===== config.mk =====
export PLATFORM = sky130hd
export DESIGN_NAME = spi_mem_engine
export DESIGN_NICKNAME = d
export VERILOG_FILES = /design/src/rtl/spi_mem_pkg.sv /design/src/rtl/spi_edge_sync.sv /design/src/rtl/spi_page_writer.sv /design/src/rtl/spi_mem_engine.sv
export SDC_FILE = /design/constraint.sdc
export NUM_CORES = 1
export LEC_CHECK = 0
export BUFFER_PORTS_ARGS = -buffer_cell sky130_fd_sc_hd__buf_2
export CORE_ASPECT_RATIO = 1.75
export CORE_UTILIZATION = 30
export DETAILED_ROUTE_END_ITERATION = 10
export GPL_TIMING_DRIVEN = 0
export PLACE_DENSITY = 0.56
export SLEW_MARGIN = 20
export SYNTH_ARGS = -nofsm -noshare
export SYNTH_HDL_FRONTEND = slang
export SYNTH_SLANG_ARGS = --single-unit

===== constraint.sdc =====
create_clock -name clk_i -period 3.55 [get_ports clk_i]
set_clock_uncertainty 0.2 [all_clocks]
set_input_delay 0.71 -clock clk_i [delete_from_list [all_inputs] [get_ports clk_i]]
set_output_delay 0.71 -clock clk_i [all_outputs]
set_load 0.02 [all_outputs]

===== src/rtl/spi_mem_pkg.sv =====
package spi_mem_pkg;
  localparam logic [7:0] OP_RD_ARRAY  = 8'h03;
  localparam logic [7:0] OP_WR_ARRAY  = 8'h02;
  localparam logic [7:0] OP_LATCH_CLR = 8'h04;
  localparam logic [7:0] OP_LATCH_SET = 8'h06;
  localparam logic [7:0] OP_STAT_RD   = 8'h05;
  localparam logic [7:0] OP_STAT_WR   = 8'h01;

  typedef enum logic [3:0] {
    ST_IDLE, ST_CMD, ST_ADH, ST_ADL, ST_RD, ST_WR,
    ST_SRO, ST_SRI, ST_SRH, ST_ENH, ST_DIH, ST_SKIP
  } eng_st_e;
endpackage


===== src/rtl/spi_edge_sync.sv =====
module spi_edge_sync #(
  parameter int W = 3
) (
  input  logic         clk_i,
  input  logic         rst_ni,
  input  logic [W-1:0] d_i,
  output logic [W-1:0] lvl_o,
  output logic [W-1:0] rise_o,
  output logic [W-1:0] fall_o
);
  logic [W-1:0] s1_q, s2_q, s3_q;

  always_ff @(posedge clk_i or negedge rst_ni) begin
    if (!rst_ni) begin
      s1_q <= '0;
      s2_q <= '0;
      s3_q <= '0;
    end else begin
      s1_q <= d_i;
      s2_q <= s1_q;
      s3_q <= s2_q;
    end
  end

  assign lvl_o  = s2_q;
  assign rise_o = s2_q & ~s3_q;
  assign fall_o = ~s2_q & s3_q;
endmodule


===== src/rtl/spi_page_writer.sv =====
module spi_page_writer #(
  parameter int ADDR_W     = 10,
  parameter int PAGE_BYTES = 16,
  parameter int WR_CYCLES  = 250000
) (
  input  logic              clk_i,
  input  logic              rst_ni,
  input  logic              start_i,
  input  logic [ADDR_W-1:0] start_addr_i,
  input  logic              byte_v_i,
  input  logic [7:0]        byte_i,
  input  logic              go_arr_i,
  input  logic              go_stat_i,
  output logic              have_data_o,
  output logic              busy_o,
  output logic              done_o,
  output logic [ADDR_W-1:0] start_addr_o,
  output logic              mem_we_o,
  output logic [ADDR_W-1:0] mem_addr_o,
  output logic [7:0]        mem_wdata_o
);
  localparam int PB = $clog2(PAGE_BYTES);
  localparam int TW = $clog2(WR_CYCLES + 1);

  logic [7:0]           pbuf_q [PAGE_BYTES];
  logic [PAGE_BYTES-1:0] vld_q;
  logic [ADDR_W-1:0]    start_q;
  logic [PB-1:0]        off_q;
  logic [PB:0]          wi_q;
  logic [TW-1:0]        tmr_q;
  logic                 busy_q, done_q;

  always_ff @(posedge clk_i or negedge rst_ni) begin
    if (!rst_ni) begin
      for (int i = 0; i < PAGE_BYTES; i++) pbuf_q[i] <= '0;
      vld_q   <= '0;
      start_q <= '0;
      off_q   <= '0;
      wi_q    <= '0;
      tmr_q   <= '0;
      busy_q  <= 1'b0;
      done_q  <= 1'b0;
    end else begin
      done_q <= 1'b0;
      if (start_i) begin
        start_q <= start_addr_i;
        off_q   <= start_addr_i[PB-1:0];
        vld_q   <= '0;
      end else if (byte_v_i) begin
        pbuf_q[off_q] <= byte_i;
        vld_q[off_q]  <= 1'b1;
        off_q         <= off_q + 1'b1;  // wraps inside the page
      end
      if (go_arr_i || go_stat_i) begin
        busy_q <= 1'b1;
        wi_q   <= go_stat_i ? (PB+1)'(PAGE_BYTES) : '0;
        tmr_q  <= '0;
      end else if (busy_q) begin
        if (!wi_q[PB]) wi_q <= wi_q + 1'b1;
        tmr_q <= tmr_q + 1'b1;
        if (tmr_q == TW'(WR_CYCLES - 1)) begin
          busy_q <= 1'b0;
          done_q <= 1'b1;
        end
      end
    end
  end

  assign have_data_o  = |vld_q;
  assign busy_o       = busy_q;
  assign done_o       = done_q;
  assign start_addr_o = start_q;
  assign mem_we_o     = busy_q && !wi_q[PB] && vld_q[wi_q[PB-1:0]];
  assign mem_addr_o   = {start_q[ADDR_W-1:PB], wi_q[PB-1:0]};
  assign mem_wdata_o  = pbuf_q[wi_q[PB-1:0]];

  // a new internal cycle is never requested while one runs
  assert_no_restart_R8: assert property (@(posedge clk_i) disable iff (!rst_ni)
    (go_arr_i || go_stat_i) |-> !busy_q);
endmodule


===== src/rtl/spi_mem_engine.sv =====
module spi_mem_engine
  import spi_mem_pkg::*;
#(
  parameter int ADDR_W     = 10,
  parameter int PAGE_BYTES = 16,
  parameter int WR_CYCLES  = 250000
) (
  input  logic              clk_i,
  input  logic              rst_ni,
  input  logic              cs_ni,
  input  logic              sck_i,
  input  logic              sdi_i,
  input  logic              pause_i,
  output logic              sdo_o,
  output logic              sdo_oe_o,
  output logic [ADDR_W-1:0] mem_addr_o,
  input  logic [7:0]        mem_rdata_i,
  output logic              mem_we_o,
  output logic [7:0]        mem_wdata_o,
  input  logic [7:1]        stat_i,
  input  logic              arr_wr_ok_i,
  input  logic              stat_wr_ok_i,
  output logic              wen_set_o,
  output logic              wen_clr_o,
  output logic              stat_we_o,
  output logic [7:0]        stat_wdata_o,
  output logic              busy_o,
  output logic [ADDR_W-1:0] wr_addr_o
);
  localparam int HI_W = ADDR_W - 8;

  logic [2:0] lvl, rse, fal;
  logic cs_l, sdi_l, cs_rise, cs_fall, rise, fall;

  spi_edge_sync #(.W(3)) u_sync (
    .clk_i, .rst_ni,
    .d_i({sdi_i, sck_i, cs_ni}),
    .lvl_o(lvl), .rise_o(rse), .fall_o(fal)
  );

  assign cs_l    = lvl[0];
  assign sdi_l   = lvl[2];
  assign cs_rise = rse[0];
  assign cs_fall = fal[0];
  assign rise    = rse[1] && !cs_l && !pause_i;
  assign fall    = fal[1] && !cs_l && !pause_i;

  eng_st_e           st_q;
  logic [2:0]        bitc_q, obit_q;
  logic [7:0]        sh_q, osh_q, sbyte_q;
  logic [HI_W-1:0]   adr_hi_q;
  logic [ADDR_W-1:0] ptr_q;
  logic              rd_cmd_q, sdo_q;
  logic              set_q, clr_q, swe_q;
  logic [7:0]        rx_byte, out_src;
  logic              byte_end, pg_start, wr_byte_v, go_arr, go_stat;
  logic              busy, wr_done, have_data, wr_we;
  logic [ADDR_W-1:0] wr_addr;

  assign rx_byte   = {sh_q[6:0], sdi_l};
  assign byte_end  = rise && bitc_q == 3'd7;
  assign pg_start  = byte_end && st_q == ST_ADL && !rd_cmd_q;
  assign wr_byte_v = byte_end && st_q == ST_WR;
  assign go_arr    = cs_rise && st_q == ST_WR && bitc_q == 3'd0 && have_data
                     && arr_wr_ok_i && !busy;
  assign go_stat   = cs_rise && st_q == ST_SRH && stat_wr_ok_i && !busy;
  assign out_src   = (st_q == ST_RD) ? mem_rdata_i : {stat_i, busy};

  always_ff @(posedge clk_i or negedge rst_ni) begin
    if (!rst_ni) begin
      st_q     <= ST_IDLE;
      bitc_q   <= '0;
      obit_q   <= '0;
      sh_q     <= '0;
      osh_q    <= '0;
      sbyte_q  <= '0;
      adr_hi_q <= '0;
      ptr_q    <= '0;
      rd_cmd_q <= 1'b0;
      sdo_q    <= 1'b0;
    end else if (cs_fall) begin
      st_q   <= ST_CMD;
      bitc_q <= '0;
      obit_q <= '0;
    end else if (cs_rise) begin
      st_q <= ST_IDLE;
    end else if (rise) begin
      bitc_q <= bitc_q + 1'b1;
      sh_q   <= rx_byte;
      if (st_q inside {ST_ENH, ST_DIH, ST_SRH}) st_q <= ST_SKIP;
      else if (bitc_q == 3'd7) begin
        unique case (st_q)
          ST_CMD: begin
            rd_cmd_q <= rx_byte == OP_RD_ARRAY;
            unique case (rx_byte)
              OP_RD_ARRAY, OP_WR_ARRAY: st_q <= busy ? ST_SKIP : ST_ADH;
              OP_LATCH_SET:             st_q <= ST_ENH;
              OP_LATCH_CLR:             st_q <= ST_DIH;
              OP_STAT_RD:               st_q <= ST_SRO;
              OP_STAT_WR:               st_q <= busy ? ST_SKIP : ST_SRI;
              default:                  st_q <= ST_SKIP;
            endcase
          end
          ST_ADH: begin
            adr_hi_q <= rx_byte[HI_W-1:0];
            st_q     <= ST_ADL;
          end
          ST_ADL: begin
            ptr_q <= {adr_hi_q, rx_byte};
            st_q  <= rd_cmd_q ? ST_RD : ST_WR;
          end
          ST_SRI: begin
            sbyte_q <= rx_byte;
            st_q    <= ST_SRH;
          end
          default: ;
        endcase
      end
    end else if (fall && (st_q == ST_RD || st_q == ST_SRO)) begin
      obit_q <= obit_q + 1'b1;
      if (obit_q == 3'd0) begin
        sdo_q <= out_src[7];
        osh_q <= {out_src[6:0], 1'b0};
        if (st_q == ST_RD) ptr_q <= ptr_q + 1'b1;  // wraps over the whole array
      end else begin
        sdo_q <= osh_q[7];
        osh_q <= {osh_q[6:0], 1'b0};
      end
    end
  end

  always_ff @(posedge clk_i or negedge rst_ni) begin
    if (!rst_ni) begin
      set_q <= 1'b0;
      clr_q <= 1'b0;
      swe_q <= 1'b0;
    end else begin
      set_q <= cs_rise && st_q == ST_ENH;
      clr_q <= (cs_rise && st_q == ST_DIH) || wr_done;
      swe_q <= go_stat;
    end
  end

  spi_page_writer #(
    .ADDR_W(ADDR_W), .PAGE_BYTES(PAGE_BYTES), .WR_CYCLES(WR_CYCLES)
  ) u_writer (
    .clk_i, .rst_ni,
    .start_i(pg_start),
    .start_addr_i({adr_hi_q, rx_byte}),
    .byte_v_i(wr_byte_v),
    .byte_i(rx_byte),
    .go_arr_i(go_arr),
    .go_stat_i(go_stat),
    .have_data_o(have_data),
    .busy_o(busy),
    .done_o(wr_done),
    .start_addr_o(wr_addr_o),
    .mem_we_o(wr_we),
    .mem_addr_o(wr_addr),
    .mem_wdata_o(mem_wdata_o)
  );

  assign mem_we_o     = wr_we;
  assign mem_addr_o   = busy ? wr_addr : ptr_q;
  assign sdo_o        = sdo_q;
  assign sdo_oe_o     = !cs_ni && !cs_l && !pause_i && (st_q == ST_RD || st_q == ST_SRO);
  assign wen_set_o    = set_q;
  assign wen_clr_o    = clr_q;
  assign stat_we_o    = swe_q;
  assign stat_wdata_o = sbyte_q;
  assign busy_o       = busy;

  assert_oe_hiz_R10: assert property (@(posedge clk_i) disable iff (!rst_ni)
    (cs_l || pause_i) |-> !sdo_oe_o);
  assert_read_not_busy_R8: assert property (@(posedge clk_i) disable iff (!rst_ni)
    (st_q == ST_RD) |-> !busy);
  assert_start_on_cs_rise_R4: assert property (@(posedge clk_i) disable iff (!rst_ni)
    $rose(busy) |-> $past(cs_rise));
  assert_sdo_on_fall_R2: assert property (@(posedge clk_i) disable iff (!rst_ni)
    !fall |=> $stable(sdo_q));
  assert_set_on_cs_rise_R7: assert property (@(posedge clk_i) disable iff (!rst_ni)
    wen_set_o |-> $past(cs_rise));
endmodule


### After elaboration in Yosys (flattened, before gate mapping)

Cells that the tools add are included.

* bits in registers: 241
* output and inout bits: 43
* logic and storage cells: 203

* add/subtract/negate cells: 6
* magnitude comparators: 6
* eq/ne operators: 24
* multiplexer cells: 54
* bitwise operators: 12
* reductions and logical operators: 61

Operators by type and width (count)
* $bwmux 128: 1
* $mux 10: 8
* $mux 8: 5
* $mux 18: 2
* $mux 4: 9
* $bmux 8 s4: 1
* $demux 8 s4: 1
* $mux 16: 2
* $logic_and 1x1->1: 26
* $eq 8x3->1 const B: 3
* $mux 3: 7
* $mux 5: 4
* $pmux 4 s5: 1
* $add 18x1->18 const B: 1
* $eq 18x18->1 const B: 1
* $reduce_and 6->1: 3
* $eq 4x3->1 const B: 4
* $eq 8x2->1 const B: 2
* $or 16x16->16: 1
* $pmux 4 s4: 1
* $reduce_or 16->1: 1
* $reduce_bool 2->1: 7
* $eq 4x4->1 const B: 3
* $add 10x1->10 const B: 1
* 31 further kinds: 68

### Logic depth before layout (Yosys ltp)

Gate-level depths: netlist of the first run.

* depth in word-level cells: 10
* depth in mapped cells: 8
* mapped depth without buffers: 6

### By module

Synthesis of the first run repeated with hierarchy kept, for this count alone.

* cells, all modules: 922
* area total of the unflattened synthesis: 11582.4 um2

By module, submodules not included
* spi_page_writer: times used 1, cells an instance 612, area an instance 8366.8 um2, sequential area each 4579.4 um2
* spi_mem_engine: times used 1, cells an instance 295, area an instance 2937.8 um2, sequential area each 1226.2 um2
* spi_edge_sync: times used 1, cells an instance 15, area an instance 277.8 um2, sequential area each 225.2 um2

### Worst setup path before layout of the first run

Ideal clock, no wire load.

* path kind: flip-flop to output port
* from: register u_writer.wi_q[1]
* to: output port mem_we_o
* arrival time: 1984 ps
* required time: 2640 ps
* slack: 656 ps
* stages on the path, launching flop included: 5
* path buffers: 1
* cell sequence: dfrtp_1 buf_1 mux4_2 mux4_2 and2_1

* word-level cells in the longest chain between the ends: 3

Ends and longest elaborated chain
* start: declaration: RTL line spi_page_writer.sv:29 `logic [PB:0] wi_q;`
* start signal: assignment: RTL line spi_page_writer.sv:56 `wi_q <= go_stat_i ? (PB+1)'(PAGE_BYTES) : '0;`
* start signal: assignment: RTL line spi_page_writer.sv:59 `if (!wi_q[PB]) wi_q <= wi_q + 1'b1;`
* $bmux 1 s4: RTL line spi_page_writer.sv:73 `assign mem_we_o = busy_q && !wi_q[PB] && vld_q[wi_q[PB-1:0]];`
* $mux 1 (implied by the code): RTL line spi_page_writer.sv:73
* $logic_and 1x1->1: RTL line spi_page_writer.sv:73
* end: declaration: RTL line spi_mem_engine.sv:18 `output logic mem_we_o,`

No other way between the ends. The select of a mux whose other input is x is not followed.

### Final worst setup path of the first run

Ends and elaborated chain as after synthesis.

==> results.sh, run 1 <==
export IMPL_antenna_found_initial=0
export IMPL_gp_congestion=0.8759
export IMPL_fin_crit_sh=0.9719
export IMPL_diodes=0
export IMPL_grt_pass1_vias=8496
export IMPL_leakagePower_nw=6.419
export IMPL_syn_area_um2=11680
export IMPL_power_density_nw_per_um2=579.5
export IMPL_maxSlewHeadroom=0.3350
export IMPL_path_class="reg2out"
export IMPL_crit_arrival_ps=2540
export IMPL_min_path_type="in2reg"
export IMPL_critical_path_slowest_cell="mux4_2"
export IMPL_synth_main_ff_cell="dfrtp_1"
export IMPL_clock_power_share=0.336
export IMPL_die_y_um=263.0
export IMPL_p_switching_mw=2.611
export IMPL_cp_max_fo=10
export IMPL_synth_top_area_frac=0.5142
export IMPL_crit_path_cell_trace="buf_6 -> mux4_2 -> mux4_2 -> and2_1 -> buf_2"
export IMPL_fin_ws_ps=99.71
export IMPL_fin_crit_ps=3450
export IMPL_synth_top_cells_by_area="dfrtp_1 51%, mux2_2 16%, mux4_2 7.1%, nand2_1 2.2%, mux2i_1 1.9%"
export IMPL_tightest_slew_ps=992.1
export IMPL_dieArea_um2=39750
export IMPL_pin_count=66
export IMPL_synth_net_count=966
export IMPL_final_nets=1059
export IMPL_cp_common_cell="mux4_2"
export IMPL_yosysWarnings=0
export IMPL_cts_tree="done"
export IMPL_ctsHtreeMaxLevel=1
export IMPL_clkLatencyLatePin_ps=540
export IMPL_worst_setup_path_end_kind="output pin"
export IMPL_grt_overflow=0
export IMPL_nFillCells=3764
export IMPL_wl_per_cell_um=20.71
export IMPL_clk_pin_slew_ps=60
export IMPL_p_seq_frac=0.407
export IMPL_slowest_delay_ps=520
export IMPL_num_vias=7859
export IMPL_syn_area_per_cell_um2=12.57
export IMPL_async_flop_share=1.000
export IMPL_synth_most_common_cell="dfrtp_1"
export IMPL_clk_path_buf_depth=3
export IMPL_port_buffers=65
export IMPL_synth_common_cells="240 x dfrtp_1, 165 x mux2_2, 69 x nand2_1, 43 x clkbuf_1, 38 x nor2_1"
export IMPL_drt_first_pass_iters=5
export IMPL_ir_worst_vdd_mv=0.3488
export IMPL_holdWs_ps=82.79
export IMPL_grt_max_degree=95
export IMPL_final_antenna_net_count=0
export IMPL_drt_iter0_drc=314
export IMPL_yosysTopAreaCell="dfrtp_1"
export IMPL_num_rows=95
export IMPL_start_util=0.3042
export IMPL_setup_viol=0
export IMPL_internal_power_mw=5.235
export IMPL_area_growth_pct=15.93
export IMPL_drive_gt1_frac=0.3385
export IMPL_syn_inst=929
export IMPL_drv_cap=0
export IMPL_dp_hpwl_um=22660
export IMPL_timing_fmax_ghz=0.2898
export IMPL_p_sw_frac=0.3327
export IMPL_cts_buffers=24
export IMPL_final_max_slew_viol_count=0
export IMPL_coreArea_um2=38390
export IMPL_grt_pass1_wl_um=49910
export IMPL_drt_total_wl_um=31590
export IMPL_cts_sinks=240
export IMPL_cts_root_buf="clkbuf_16"
export IMPL_synth_seq_cells=240
export IMPL_start_kind="flop"
export IMPL_pre_cts_slack_ps=-375.6
export IMPL_synth_edf_count=0
export IMPL_grt_total_usage=0.1658
export IMPL_synth_seq_area_share=0.5142
export IMPL_tns_ps=0
export IMPL_combinationalPowerShare=0.257
export IMPL_status="finished, final reports clean"
export IMPL_die_w_um=151.2
export IMPL_finalHoldViolCount=0
export IMPL_drt_vias_per_instance=5.153
export IMPL_drc=0
export IMPL_worst_ep_required_time_ps=2640
export IMPL_synthDistinctLibCells=63
## power groups by stage
stage / Combinational, mW / Clock [mW] / Sequential, mW
floorplan: 1.32 / 0 / 3.15
global placement: 1.99 / 0 / 3.22
detailed placement: 2.01 / 0 / 3.22
CTS: 2.04 / 2.71 / 3.19
global route: 2.20 / 2.81 / 3.22
finish: 2.02 / 2.64 / 3.19
## final cells by class
class	instances	area [um^2]	share of cell area
flip-flops and latches	240	6006	0.4436
well taps	485	606.8	0.04482
inverters	17	63.81	0.004713
clock inverters	7	116.4	0.008594
plain buffers	59	305.3	0.02255
repair buffers	68	400.4	0.02957
multi-input cells	612	5350	0.3952
clock buffers	37	690.7	0.05101
## layout by cell type (no fill, tap or decap), types with 12 or more instances in the layout
master / instances
dfrtp_1: 240
mux2_2: 165
nand2_1: 69
buf_2: 68
clkbuf_1: 45
nor2_1: 38
mux4_2: 37
a21oi_1: 25
clkbuf_16: 25
mux2i_1: 22
o21ai_0: 22
nand3_1: 20
a21o_1: 20
inv_1: 17
nor2b_1: 16
nand4_1: 15
ha_1: 14
nor2_2: 12
## worst paths after layout
kind | slack [ps] | depth (start not counted) | from | end
setup reg to reg | 480 | 6 | u_sync.lvl_o[0]$_DFF_PN0_ | stat_wdata_o[7]$_DFFE_PN0P_
hold reg to reg | 140 | 0 | u_sync.s1_q[1]$_DFF_PN0_ | u_sync.lvl_o[1]$_DFF_PN0_
max in group asynchronous | 1310 | 4 | rst_ni | u_writer.tmr_q[10]$_DFFE_PN0P_
min in group asynchronous | 490 | 2 | rst_ni | stat_wdata_o[3]$_DFFE_PN0P_
hold / removal | 80 | 1 | sck_i | u_sync.s1_q[1]$_DFF_PN0_
setup / recovery | 100 | 5 | u_writer.wi_q[1]$_DFFE_PN0P_ | mem_we_o
## per-layer routing
metal,vias up,GRT usage,routed length [um]
met3,54,0.01612,984
met5,-,0,0
met1,4035,0.1869,11930
met4,0,0.07351,1258
met2,185,0.3080,17410
li1,3585,-,-
## state kept, by name, indices dropped and copies added, names as in the netlist, 4 cells and up
register,count
ptr_q,10
u_writer.pbuf_q,128
u_writer.vld_q,16
u_writer.off_q,4
sh_q,7
u_writer.wi_q,5
st_q,4
u_writer.tmr_q,18
stat_wdata_o,8
osh_q,7
u_writer.start_addr_o,10
## metrics by stage
step                instance area, um^2  utilization  cells  power, mW
floorplan                         11680            -    929      4.468
global placement                  12610       0.3285   1479      5.204
detailed placement                12680       0.3302   1481      5.231
CTS                               13530       0.3524   1525      7.941
global route                      13540       0.3526   1525      8.231
finish                            13540       0.3526   1525      7.846
## worst max-delay path, delay by kind of cell (launching register included)
| family | cells | cell delay (ps) |
|---|---|---|
| multiplexers | 2 | 990 |
| flip-flops | 1 | 480 |
| buffers and inverters | 2 | 380 |
| AND/OR/NAND/NOR | 1 | 170 |
## repair_timing
action	CTS	global route
gates resized for setup	24	3
setup endpoints to repair	15	8
gates cloned	0	0
hold buffers	1	0
endpoints found under the hold margin	55	0
setup buffers	0	0
## kinds of logic after synthesis
family	Yosys count	share of synthesized area
mux	224	0.2493
buf+inv	77	0.02796
simple gates	242	0.1141
fa+ha+maj	14	0.01500
xor+xnor	16	0.01200
compound gates	116	0.06739
flops	240	0.5142
Power figures use the tool's default switching activity.
==> run 2: changes to the inputs <==
SYNTH_HIERARCHICAL = 1   (was default)
==> run 2 against run 1 <==
Final area fell by 0.84%. Synthesized cell count decreased by 1.1%. Critical path depth is 1 higher. Utilization rose by 0.30 points. Sequential share of layout area up 0.39 points. Synthesized area down 1.2%. Setup slack improved by 67 ps. Die area shrank 1.2%. Hold slack gained 5.5 ps. Critical endpoint is now mem_wdata_o[3]. Sequential cell count unchanged. Largest cell class unchanged.
==> results.sh, run 2 <==
export IMPL_status="finished, final reports clean"
export IMPL_grt_total_usage=0.1577
export IMPL_final_antenna_net_count=0
export IMPL_clkLatencyLatePin_ps=530
export IMPL_num_vias=7678
export IMPL_drt_iter0_drc=367
export IMPL_start_util=0.3057
export IMPL_grt_overflow=0
export IMPL_timing_fmax_ghz=0.2956
export IMPL_grt_max_degree=84
export IMPL_power_density_nw_per_um2=446.2
export IMPL_yosysWarnings=6
export IMPL_dieArea_um2=39290
export IMPL_finalHoldViolCount=0
export IMPL_coreArea_um2=37750
export IMPL_drc=0
export IMPL_port_buffers=65
export IMPL_drt_vias_per_instance=5.095
export IMPL_worst_ep_required_time_ps=2640
export IMPL_drv_cap=0
export IMPL_num_rows=94
export IMPL_wl_per_cell_um=19.86
export IMPL_pin_count=66
export IMPL_syn_inst=919
export IMPL_fin_crit_ps=3383
export IMPL_drt_first_pass_iters=4
export IMPL_grt_pass1_wl_um=46820
export IMPL_syn_area_per_cell_um2=12.56
export IMPL_largest_register_ffs=128
export IMPL_path_class="reg2out"
export IMPL_final_max_slew_viol_count=0
export IMPL_drive_gt1_frac=0.3544
export IMPL_worst_setup_path_end_kind="output pin"
export IMPL_reg_top3="u_writer/pbuf_q (128), u_writer/tmr_q (18), u_writer/vld_q (16)"
export IMPL_crit_arrival_ps=2470
export IMPL_die_y_um=261.5
export IMPL_top_register="u_writer/pbuf_q"
export IMPL_min_path_type="in2reg"
export IMPL_area_growth_pct=16.34
export IMPL_final_common_cell="dfrtp_1"
export IMPL_tightest_slew_ps=866.7
export IMPL_clk_pin_slew_ps=60
export IMPL_cts_tree="done"
export IMPL_dp_hpwl_um=21400
export IMPL_cts_buffers=25
export IMPL_ir_worst_vdd_mv=0.2400
export IMPL_rsz0062_at_grt="false"
export IMPL_maxSlewHeadroom=0.4169
export IMPL_synth_net_count=954
export IMPL_dp_cells=1466
export IMPL_die_w_um=150.3
export IMPL_fin_crit_sh=0.9530
export IMPL_gp_congestion=0.8489
export IMPL_cp_max_fo=9
export IMPL_critical_path_slowest_cell="clkbuf_1"
export IMPL_leakagePower_nw=6.391
export IMPL_cts_root_buf="clkbuf_16"
export IMPL_slowest_delay_ps=560
export IMPL_antenna_found_initial=0
export IMPL_start_kind="flop"
export IMPL_layout_common_cells="239 x dfrtp_1, 156 x mux2_2, 68 x buf_2"
export IMPL_crit_path_cell_trace="clkbuf_1 -> and2_1 -> clkbuf_1 -> a22oi_1 -> nand2_1 -> buf_2"
export IMPL_setup_viol=0
export IMPL_final_nets=1046
export IMPL_drt_total_wl_um=29930
export IMPL_layoutNonFillerInstCount=1507
export IMPL_clk_path_buf_depth=3
export IMPL_ctsHtreeMaxLevel=1
export IMPL_cts_sinks=240
export IMPL_cp_common_cell="clkbuf_1"
export IMPL_grt_pass1_vias=8048
export IMPL_fin_util=0.3556
export IMPL_syn_area_um2=11540
export IMPL_cts_setup_buffers=0
export IMPL_diodes=0
run 2: stage by stage:
step | total power [mW] | setup WS, ps | cell area (um^2) | setup TNS, ps | hold slack [ps]
floorplan | 3.246 | 461.1 | 11540 | 0 | 131.2
global placement | 3.452 | -2815 | 12470 | -716070 | 135.4
detailed placement | 3.471 | -524.8 | 12530 | -53100 | 137.9
CTS | 6.082 | -108.7 | 13380 | -3585 | 66.52
global route | 6.255 | 11.36 | 13430 | 0 | 64.93
finish | 5.990 | 166.9 | 13430 | 0 | 88.30
run 2: layer usage:
layer	global-route usage	part of all wire
met5	0	0
met1	0.1717	0.38
met2	0.3027	0.55
met3	0.02021	0.033
met4	0.06117	0.031
run 2: area by class of cell:
type / count / area (um^2)
Buffer: 65 / 344.1
Clock buffer: 32 / 711.9
Clock inverter: 11 / 90.09
Fill cell: 3726 / 24330
Inverter: 37 / 138.9
Multi-Input combinational cell: 574 / 5132
Sequential cell: 240 / 6007
Tap cell: 480 / 600.6
Timing Repair Buffer: 68 / 400.4
run 2: timing repair:
item | CTS | global route
setup endpoints to repair | 137 | 142
gates resized for setup | 19 | 18
hold buffers | 1 | 0
endpoints found under the hold margin | 4 | 0
run 2: power by group:
group          switching [mW]  internal [mW]
combinational           0.291          0.169
clock                    1.09           1.48
sequential              0.138           2.82
run 2: worst max-delay path, delay by kind of cell, from the launching register on:
family / cells / cell delay (ps)
simple gates: 2 / 360
buf+inv: 3 / 1060
compound gates: 1 / 190
flops: 1 / 340
run 2: final timing paths:
check,cells after the start,startpoint,endpoint,slack [ps]
worst max register to register,8,u_sync/s3_q[1]$_DFF_PN0_,u_writer/pbuf_q[65]$_DFFE_PN0P_,270
worst max-delay path,6,u_writer/wi_q[2]$_DFFE_PN0P_,mem_wdata_o[3],170
min in group asynchronous,2,rst_ni,u_sync/s1_q[2]$_DFF_PN0_,570
worst min-delay path,1,sck_i,u_sync/s1_q[1]$_DFF_PN0_,90
worst min register to register,0,u_sync/s1_q[2]$_DFF_PN0_,u_sync/lvl_o[2]$_DFF_PN0_,160
max in group asynchronous,4,rst_ni,u_writer/wi_q[0]$_DFFE_PN0P_,1350
==> run 3: changes to the inputs <==
SLEW_MARGIN = default   (was 20)
clock period = 4.1 ns   (was 3.55 ns; I/O delays follow)
==> run 3 against run 2 <==
Register-to-register slack improved by 30 ps. Critical endpoint is now mem_wdata_o[0]. Highest routed layer unchanged. Die area stayed put. Clock power decreased by 13%. First-iteration DRC count up 2.5%. Hold slack worse by 9.0 ps. Critical path type unchanged.
==> results.sh, run 3 (synthesized netlist as in run 2, its figures left out) <==
export IMPL_final_nets=1048
export IMPL_port_buffers=65
export IMPL_gp_congestion=0.8489
export IMPL_crit_arrival_ps=2870
export IMPL_layout_common_cells="240 x dfrtp_1, 156 x mux2_2, 69 x buf_2"
export IMPL_cts_buffers=25
export IMPL_place_area_um2=12530
export IMPL_timing_fmax_ghz=0.2570
export IMPL_fin_ws_ps=208.8
export IMPL_die_w_um=150.3
export IMPL_num_rows=94
export IMPL_design_area_um2=13340
export IMPL_start_kind="flop"
export IMPL_grt_pass1_wl_um=46710
export IMPL_power_density_nw_per_um2=388.4
export IMPL_worst_setup_path_end_kind="output pin"
export IMPL_slowest_delay_ps=710
export IMPL_num_vias=7683
export IMPL_tightest_slew_ps=855.8
export IMPL_dp_hpwl_um=21400
export IMPL_drt_first_pass_iters=5
export IMPL_critical_path_slowest_cell="clkdlybuf4s15_1"
export IMPL_path_class="reg2out"
export IMPL_grt_overflow=0
export IMPL_wl_per_cell_um=19.80
export IMPL_dieArea_um2=39290
export IMPL_final_antenna_net_count=0
export IMPL_coreArea_um2=37750
export IMPL_crit_path_cell_trace="clkbuf_1 -> clkdlybuf4s15_1 -> mux4_2 -> a22oi_1 -> nand2_1 -> buf_2"
export IMPL_crit_start="u_writer/wi_q[1]$_DFFE_PN0P_"
export IMPL_tns_ps=0
export IMPL_critPathBufInv=3
export IMPL_clkLatencyLatePin_ps=530
export IMPL_cts_sinks=240
export IMPL_final_common_cell="dfrtp_1"
export IMPL_status="finished, final reports clean"
export IMPL_pre_cts_slack_ps=-84.79
export IMPL_rsz0062_at_grt="false"
export IMPL_fin_crit_sh=0.9491
export IMPL_antenna_found_initial=0
export IMPL_diodes=0
export IMPL_grt_max_degree=84
export IMPL_reg_top3="u_writer/pbuf_q (128), u_writer/tmr_q (18), u_writer/vld_q (16)"
export IMPL_cp_top_family="buffers and inverters"
export IMPL_drc=0
export IMPL_cts_hold_buffers=0
export IMPL_holdWs_ps=79.31
export IMPL_setup_viol=0
export IMPL_cts_tree="done"
export IMPL_drv_cap=0
export IMPL_ir_worst_vdd_mv=0.2046
export IMPL_top_register="u_writer/pbuf_q"
export IMPL_grt_pass1_vias=8035
export IMPL_die_y_um=261.5
export IMPL_finalHoldViolCount=0
export IMPL_maxSlewHeadroom=0.4242
export IMPL_grt_total_usage=0.1573
export IMPL_clk_pin_slew_ps=60
export IMPL_worst_r2r_startpoint="u_sync/s3_q[1]$_DFF_PN0_"
export IMPL_drt_vias_per_instance=5.091
export IMPL_fin_util=0.3535
export IMPL_leakagePower_nw=6.324
export IMPL_drive_gt1_frac=0.3304
export IMPL_area_growth_pct=15.63
export IMPL_drt_total_wl_um=29870
export IMPL_fin_crit_ps=3891
export IMPL_cts_root_buf="clkbuf_16"
export IMPL_largest_register_ffs=128
export IMPL_ctsHtreeMaxLevel=1
export IMPL_worst_ep_required_time_ps=3080
export IMPL_cp_max_fo=10
export IMPL_drt_iter0_drc=376
export IMPL_clk_path_buf_depth=3
export IMPL_pin_count=66
export IMPL_start_util=0.3057
export IMPL_min_path_type="in2async"
export IMPL_final_max_slew_viol_count=0
[run 3: final timing paths]
check,to,slack (ps),cells after the start
min reg2reg,u_sync/lvl_o[0]$_DFF_PN0_,160,0
max reg2reg,u_writer/pbuf_q[41]$_DFFE_PN0P_,300,10
min,u_sync/s1_q[2]$_DFF_PN0_,80,1
max,mem_wdata_o[0],210,6
min in group clk_i,u_sync/lvl_o[0]$_DFF_PN0_,160,0
max in group asynchronous,osh_q[6]$_DFFE_PN0P_,2410,3
[run 3: per-layer routing]
| layer | GRT usage | share of wire | up-vias |
|---|---|---|---|
| met5 | 0 | 0 | - |
| met4 | 0.06061 | 0.030 | 0 |
| met3 | 0.01882 | 0.035 | 45 |
| met2 | 0.3022 | 0.55 | 166 |
| met1 | 0.1721 | 0.38 | 3953 |
| li1 | - | - | 3519 |
[run 3: repair_timing]
| action | CTS | global route |
|---|---|---|
| resized for setup | 1 | 3 |
| endpoints found under the hold margin | 0 | 0 |
| endpoints found under the setup margin | 6 | 2 |
| setup buffers | 0 | 0 |
[run 3: power by group]
part | switching, mW | internal, mW | total, mW
clock | 0.941 | 1.29 | 2.23
combinational | 0.252 | 0.144 | 0.397
sequential | 0.118 | 2.44 | 2.56
[run 3: per-stage QoR]
step                      power (mW)  instances
after global routing           5.413       1509
after detailed placement       3.005       1466
final                          5.183       1509
after CTS                      5.262       1509
after floorplan                2.811        919
after global placement         2.989       1464
[run 3: cell type report]
type / instances / area [um^2]
buffer: 68 / 335.3
clock inverter: 11 / 90.09
timing repair buffer: 67 / 390.4
multi-input combinational: 574 / 5071
sequential: 240 / 6006
tap: 480 / 600.6
clock buffer: 32 / 711.9
inverter: 37 / 138.9
fill: 3721 / 24410
